`config.mk`:
```
export PLATFORM = sky130hd
export DESIGN_NAME = pp_tree_mul
export DESIGN_NICKNAME = d
export VERILOG_FILES = /design/src/rtl/pp_tree_mul_pkg.sv /design/src/rtl/pp_gen.sv /design/src/rtl/pp_tree_stage.sv /design/src/rtl/valid_pipe.sv /design/src/rtl/pp_tree_mul.sv
export SDC_FILE = /design/constraint.sdc
export NUM_CORES = 1
export LEC_CHECK = 0
export ABC_CLOCK_PERIOD_IN_PS = 2800
export BUFFER_PORTS_ARGS = -buffer_cell sky130_fd_sc_hd__buf_4
export CAP_MARGIN = 30
export CORE_MARGIN = 2
export CORE_UTILIZATION = 38
export CTS_CLUSTER_DIAMETER = 150
export DETAILED_ROUTE_END_ITERATION = 8
export PLACE_DENSITY = 0.64
export SYNTH_ARGS = -nofsm -noshare
export SYNTH_HDL_FRONTEND = slang
export SYNTH_SLANG_ARGS = --single-unit
```
`constraint.sdc`:
```
create_clock -name clk -period 2.8 [get_ports clk]
set_input_delay 0.14 -clock clk [delete_from_list [all_inputs] [get_ports clk]]
set_output_delay 0.14 -clock clk [all_outputs]
set_load 0.005 [all_outputs]
```
`src/rtl/pp_tree_mul_pkg.sv`:
```
package pp_tree_mul_pkg;

  // Width of one sum at tree level l. Level 0 holds the raw partial products.
  function automatic int lvl_w(input int a_w, input int l);
    return (l == 0) ? a_w : a_w + (1 << l);
  endfunction

  // Number of sums at tree level l.
  function automatic int lvl_n(input int b_w, input int l);
    return b_w >> l;
  endfunction

  // Bit offset of level l inside the flat tree bus.
  function automatic int lvl_off(input int a_w, input int b_w, input int l);
    int acc;
    acc = 0;
    for (int k = 0; k < l; k++) acc += lvl_n(b_w, k) * lvl_w(a_w, k);
    return acc;
  endfunction

endpackage

```
`src/rtl/pp_gen.sv`:
```
module pp_gen #(
  parameter int A_W = 16,
  parameter int B_W = 16
) (
  input  logic [A_W-1:0]     mcand,
  input  logic [B_W-1:0]     mplier,
  output logic [B_W*A_W-1:0] pp_bus
);

  // One gated copy of the multiplicand per multiplier bit.
  for (genvar i = 0; i < B_W; i++) begin : g_pp
    assign pp_bus[i*A_W +: A_W] = mcand & {A_W{mplier[i]}};
  end

endmodule

```
`src/rtl/pp_tree_stage.sv`:
```
module pp_tree_stage #(
  parameter int N_OUT = 8,
  parameter int IN_W  = 16,
  parameter int OUT_W = 18,
  parameter int SHIFT = 1
) (
  input  logic                   clk,
  input  logic [2*N_OUT*IN_W-1:0] in_bus,
  output logic [N_OUT*OUT_W-1:0]  out_bus
);

  logic [OUT_W-1:0] sum_d [N_OUT];
  logic [OUT_W-1:0] sum_q [N_OUT];

  // Pairwise sums; the upper element of each pair carries the higher weight.
  always_comb begin
    for (int k = 0; k < N_OUT; k++) begin
      sum_d[k] = OUT_W'(in_bus[(2*k)*IN_W +: IN_W])
               + (OUT_W'(in_bus[(2*k+1)*IN_W +: IN_W]) << SHIFT);
    end
  end

  // Data registers carry no reset; validity travels in a separate pipeline.
  always_ff @(posedge clk) begin
    for (int k = 0; k < N_OUT; k++) sum_q[k] <= sum_d[k];
  end

  for (genvar k = 0; k < N_OUT; k++) begin : g_out
    assign out_bus[k*OUT_W +: OUT_W] = sum_q[k];
  end

endmodule

```
`src/rtl/valid_pipe.sv`:
```
module valid_pipe #(
  parameter int DEPTH = 4
) (
  input  logic clk,
  input  logic rst,
  input  logic vin,
  output logic vout
);

  localparam int CNT_W = $clog2(DEPTH + 1);

  logic [DEPTH-1:0] sr;
  logic [CNT_W-1:0] fill_cnt;

  always_ff @(posedge clk) begin
    if (rst) sr <= '0;
    else     sr <= {sr[DEPTH-2:0], vin};
  end

  assign vout = sr[DEPTH-1];

  // Cycles since reset, saturating at DEPTH; used only by the checks below.
  always_ff @(posedge clk) begin
    if (rst)                        fill_cnt <= '0;
    else if (fill_cnt != CNT_W'(DEPTH)) fill_cnt <= fill_cnt + 1'b1;
  end

  AST_RESET_EMPTIES: assert property (@(posedge clk) $past(rst) |-> !vout)
    else $error("valid pipeline not empty after reset");

  AST_VALID_DELAY: assert property (@(posedge clk) disable iff (rst)
    (fill_cnt == CNT_W'(DEPTH)) |-> (vout == $past(vin, DEPTH)))
    else $error("valid not delayed by pipeline depth");

  AST_VALID_SOURCE: assert property (@(posedge clk) disable iff (rst)
    vout |-> $past(vin, DEPTH))
    else $error("valid raised without matching input");

endmodule

```
`src/rtl/pp_tree_mul.sv`:
```
module pp_tree_mul
  import pp_tree_mul_pkg::*;
#(
  parameter int A_W = 16,
  parameter int B_W = 16
) (
  input  logic             clk,
  input  logic             rst,
  input  logic             in_valid,
  input  logic [A_W-1:0]   in_a,
  input  logic [B_W-1:0]   in_b,
  output logic             out_valid,
  output logic [A_W+B_W-1:0] out_product
);

  localparam int LEVELS = $clog2(B_W);
  localparam int P_W    = A_W + B_W;
  localparam int TOT_W  = lvl_off(A_W, B_W, LEVELS + 1);
  localparam int TOP_OFF = lvl_off(A_W, B_W, LEVELS);

  logic [TOT_W-1:0] tree_bus;

  pp_gen #(.A_W(A_W), .B_W(B_W)) u_pp (
    .mcand  (in_a),
    .mplier (in_b),
    .pp_bus (tree_bus[0 +: B_W*A_W])
  );

  for (genvar l = 1; l <= LEVELS; l++) begin : g_lvl
    localparam int N_OUT = lvl_n(B_W, l);
    localparam int IN_W  = lvl_w(A_W, l - 1);
    localparam int OUT_W = lvl_w(A_W, l);
    localparam int I_OFF = lvl_off(A_W, B_W, l - 1);
    localparam int O_OFF = lvl_off(A_W, B_W, l);

    pp_tree_stage #(
      .N_OUT (N_OUT),
      .IN_W  (IN_W),
      .OUT_W (OUT_W),
      .SHIFT (1 << (l - 1))
    ) u_stage (
      .clk     (clk),
      .in_bus  (tree_bus[I_OFF +: 2*N_OUT*IN_W]),
      .out_bus (tree_bus[O_OFF +: N_OUT*OUT_W])
    );
  end

  valid_pipe #(.DEPTH(LEVELS)) u_vld (
    .clk  (clk),
    .rst  (rst),
    .vin  (in_valid),
    .vout (out_valid)
  );

  assign out_product = tree_bus[TOP_OFF +: P_W];

  AST_PRODUCT_EXACT: assert property (@(posedge clk) disable iff (rst)
    out_valid |-> (out_product == (P_W'($past(in_a, LEVELS)) * P_W'($past(in_b, LEVELS)))))
    else $error("tree product differs from operands");

endmodule

```
[Word-level counts from Yosys, hierarchy flattened]
Memories as Yosys holds them, arrays and structs flattened.
Index checks and enable logic that the tools add are counted.
Storage, ports and cells
  register bits after elaboration: 4
  bits in latches: 0
  RAM bits: 304
  bits in read-only memories: 0
  logic and storage cells: 36
  memories: 4
Operators by class
  add/sub/neg operators: 15
  multipliers: 0
  divide/modulo/power cells: 0
  $lt $le $gt $ge: 0
  equality and inequality tests: 0
  shift operators: 0
  mux-type cells: 0
  bitwise operators: 16
  reduce and logical (&&, ||, !) cells: 0
Memories
  g_lvl[1].u_stage.sum_q: words 8, bits a word 18, rd ports 8, clocked after Yosys merged registers in 0, write ports 8, RTL line pp_tree_stage.sv:13  | logic [OUT_W-1:0] sum_q [N_OUT];
  g_lvl[2].u_stage.sum_q: words 4, bits a word 20, rd ports 4, clocked after Yosys merged registers in 0, write ports 4, RTL line pp_tree_stage.sv:13
  g_lvl[3].u_stage.sum_q: words 2, bits a word 24, rd ports 2, clocked after Yosys merged registers in 0, write ports 2, RTL line pp_tree_stage.sv:13
  g_lvl[4].u_stage.sum_q: words 1, bits a word 32, rd ports 1, clocked after Yosys merged registers in 0, write ports 1, RTL line pp_tree_stage.sv:13
Operators with widths (number)
  $and A16 B16 Y16: 16
  $add A16 B17 Y18: 8
  $add A18 B20 Y20: 4
  $add A20 B24 Y24: 2
  $add A24 B32 Y32: 1

[Logic depth before layout (Yosys ltp)]
  depth after elaboration: 2
  gate-level depth with buffers: 12
  mapped depth without buffers: 10

[By module]
Synthesis repeated with hierarchy kept, for this count alone.
Unflattened totals
  cells, all modules: 2181
  area, all modules: 19765.2 um2
Modules (own cells, without submodules)
  pp_tree_stage at g_lvl[1].u_stage: instances 1, cells an instance 889, area an instance 8425.6 um2, seq. area each 2882.8 um2
  pp_tree_stage at g_lvl[2].u_stage: instances 1, cells an instance 527, area an instance 4850.9 um2, seq. area each 1601.5 um2
  pp_tree_stage at g_lvl[3].u_stage: instances 1, cells an instance 262, area an instance 2598.7 um2, seq. area each 960.9 um2
  pp_gen: instances 1, cells an instance 288, area an instance 1914.3 um2, seq. area each 0.0 um2
  pp_tree_stage at g_lvl[4].u_stage: instances 1, cells an instance 207, area an instance 1870.5 um2, seq. area each 640.6 um2
  valid_pipe: instances 1, cells an instance 8, area an instance 105.1 um2, seq. area each 80.1 um2

[Worst setup path before layout]
Ideal clock, no wire load.
  kind: in2reg
  start: in in_a[1]
  end: mem g_lvl[1].u_stage.sum_q[1][17], in the netlist g_lvl[1].u_stage.sum_q[0][35]
  arrival time: 2.391 ns
  path slack: 0.289 ns
  stages: 11
  path buffers: 1
  cells stage by stage: clkbuf_1 > and2_1 > ha_1 > fa_1 > a21oi_2 > o21ai_2 > o41ai_2 > o221ai_1 > a311o_1 > o21ai_2 > o21ai_1
RTL lines
  start, declared: RTL line pp_tree_mul.sv:10  | input logic [A_W-1:0] in_a,
  end, declared: RTL line pp_tree_stage.sv:13

==> run metrics <==
Final Max Slew Viols=0; final critical delay including setup and external delays=2670 ps; number of flops mapped to enable cells by yosys=0; Synth warnings=0; area grow syn2layout=14.6%; Detail Route Antenna Nets=0; detailed router's first-iteration violation count=840; fraction of registers with async set or reset after synthesis=0%; Avg WL per Cell=15.6 µm; pin count of the biggest net entering global routing=24; number of instances in the synthesized netlist=~2,000; Adder-Cell Fraction of Synth Area=17.4%; r2r startpoint=g_lvl[2].u_stage.sum_q[0][4]$_DFF_P_; final-stage net count=about 2,400; Std-Cell Rows=80; WHS Path Cells=2; worst-case setup margin in the final layout=131 ps; vias in the first global route=13,600; most numerous cell in the Yosys netlist=dfxtp_1; leftover overflow at the end of global routing=0; CP required=3290 ps; CTS tree=done; wire length of the first global-routing pass=68,500 µm; starting density of the core=38.6%; number of flip-flops and latches in the synthesized netlist=308; Final setup violation count=0; length of the first detailed-routing pass in iterations=5; type of the setup path with the least slack=input port to flop; leading post-synthesis cells by instance count=dfxtp_1 (308), and2_1 (251), ha_1 (232); compound-cell area share of the yosys netlist=19.7%; remaining max-slew budget at the tightest pin=63.7%; number of cell instances on the worst register-to-register path=9; class of the tightest hold or removal check=input port to flop; share of the cycle needed by the critical path after routing=95.3%; number of filler cells placed in the layout=4,571; Final Hold Slack=approximately 31 ps; highest net fanout along the worst path=16; placeable core area=0.0478 mm²; Worst Skew=between 10 and 15 ps; sequential share of the synthesized area=approximately a third; post-synthesis mux area share=0%; clk slew on worst S/H paths=roughly 60 ps; post-synthesis cell type with the largest combined area=dfxtp_1; slack of the worst reg-to-reg path=350 ps; Storage cell area=0.00617 mm²; H-Tree Level Count=2; kind of launch point of the worst setup path=input port; cell chosen for the clock root=clkbuf_16; total nets after synthesis=~2,300; unrepaired setup endpoints after global routing=no; area of the mapped netlist=approximately 0.018 mm²; Static Leakage=9.52 nW; endpoint type of the worst setup path=flop; count of unresolved DRC violations after routing=0; Final Hold Vio Count=0; simple-gate share of the synthesized area=17.3%; HP Start=in_a[0]; total wire length after detailed routing=between 40,000 and 50,000 µm; insertion delay to the later sink of the worst-skew pair=560 ps; worst setup slack before clock tree synthesis=67.7 ps; ratio of routed vias to standard cells=5.16; number of port buffers=67; area share of the largest cell type after synthesis=33.4%; post-synthesis average cell area=9.22 µm²; post-route setup TNS=0 ps; Post CTS Setup Buffer Count=0; Chip Width=224 µm; Num Clock Sinks=just over 300; DP Wirelength=32,600 µm; number of clock buffers inserted by TritonCTS=38; XOR/XNOR share of the synthesized area=10.1%; dominant combinational cell family by area after synthesis=compound AO/OA/AOI/OAI gates; number of antenna violations at the first check in global routing=1; RD Place Congestion=0.856; height of the chip=roughly 220 µm; total number of vias=14,100; endpoint of the lowest-slack register-to-register path=g_lvl[3].u_stage.sum_q[0][20]$_DFF_P_; measured slew at the worst slew-check pin=538 ps; total area of multi-input combinational cells=0.0119 mm²; PD cells=915 mW/mm²; Max Buffers Root-to-Sink=3; Max Cap Violations=0; number of diodes added for antenna fixing=0; Max rail drop VDD=0.000573 V; worst hold path endpoint=g_lvl[1].u_stage.sum_q[0][36]$_DFF_P_; Post-synth top flop=dfxtp_1; result of the run=completed; overall fraction of global-route tracks in use=16.9%; endpoint arrival time on the critical path=3160 ps; utilization after layout=44.2%; maximum achievable frequency=375 MHz; largest cells by area after synthesis=dfxtp_1 (33%), ha_1 (16%), and2_1 (8.5%), xnor2_1 (7.3%), a21oi_1 (4.2%); area of the die=0.0503 mm²; number of top-level pins=68; layout cell share with drive strength beyond 1=8.25%; number of unique standard cell types used by synthesis=74
==> through the flow <==
| step | instance area, µm² | cells | total power (W) |
|---|---|---|---|
| after floorplan | 18400 | 2001 | 0.0123 |
| after global routing | 21100 | 2737 | 0.0208 |
| after global placement | 19600 | 2643 | 0.0143 |
| after CTS | 21100 | 2737 | 0.0196 |
| final | 21100 | 2737 | 0.0193 |
| after detailed placement | 19600 | 2643 | 0.0145 |
==> cells by family after synthesis <==
group           Yosys count
fa+ha+maj               247
flops                   308
compound gates          533
simple gates            598
xor+xnor                213
buf+inv                 102
==> worst max-delay path by stage <==
| stage | from | to | slack [ps] | cells past startpoint |
|---|---|---|---|---|
| final | in_b[4] | g_lvl[1].u_stage.sum_q[0][51]$_DFF_P_ | 130 | 12 |
| after global routing | in_b[4] | g_lvl[1].u_stage.sum_q[0][53]$_DFF_P_ | 20 | 12 |
| after CTS | in_b[4] | g_lvl[1].u_stage.sum_q[0][51]$_DFF_P_ | 130 | 12 |
| after detailed placement | in_a[1] | g_lvl[1].u_stage.sum_q[0][53]$_DFF_P_ | 70 | 11 |
| after global placement | in_a[1] | g_lvl[1].u_stage.sum_q[0][53]$_DFF_P_ | 100 | 11 |
| after floorplan | in_a[1] | g_lvl[1].u_stage.sum_q[0][35]$_DFF_P_ | 290 | 11 |
==> worst max-delay path, stage by stage <==
cell           delay, ps
dlygate4sd3_1        540
buf_4                180
and2_1               170
ha_1                 230
fa_1                 420
a21oi_1              180
o21ai_1              120
or4_1                460
a31oi_4              240
o21ai_2              120
o31ai_4              210
xnor2_1              140
==> area by class of cell <==
class	count	area share, %
multi-input cells	1591	56.3
flip-flops and latches	308	29.2
clock buffers	51	5.26
well taps	615	3.64
repair buffers	93	3.60
inverters	61	1.08
clock inverters	18	0.906
==> layout by cell type (no fill, tap or decap), types with 45 or more instances in the layout <==
cell type / n
a21o_1: 70
inv_1: 61
xnor2_1: 154
o21ai_0: 64
o21a_1: 45
dfxtp_1: 308
nand2_1: 81
ha_1: 232
nor2_1: 107
xor2_1: 59
and2_1: 251
buf_4: 68
a21oi_1: 155
==> state kept, by name (all words and copies together) (netlist names) <==
register             cells
g_lvl.u_stage.sum_q    304
u_vld.sr                 4
==> per-layer routing <==
metal / global-route usage, % / vias up / part of all wire [%]
met5: 0 / - / 0
met4: 5.87 / 0 / 3.1
met3: 2.63 / 69 / 4.3
met2: 28.0 / 285 / 45
met1: 22.5 / 6518 / 48
li1: - / 7251 / -
==> power by group <==
| group | internal, W | switching (W) |
|---|---|---|
| registers | 0.00579 | 0.000618 |
| logic | 0.00368 | 0.00430 |
| clock network | 0.00300 | 0.00194 |
| total | 0.0125 | 0.00687 |
==> timing repair <==
| item | in CTS | in global routing |
|---|---|---|
| setup endpoints to repair | 0 | 4 |
| hold buffers | 25 | 0 |
| hold endpoints to repair | 26 | 0 |
| gates resized for setup | 0 | 2 |
No activity file was read; power rests on OpenSTA's default activity.
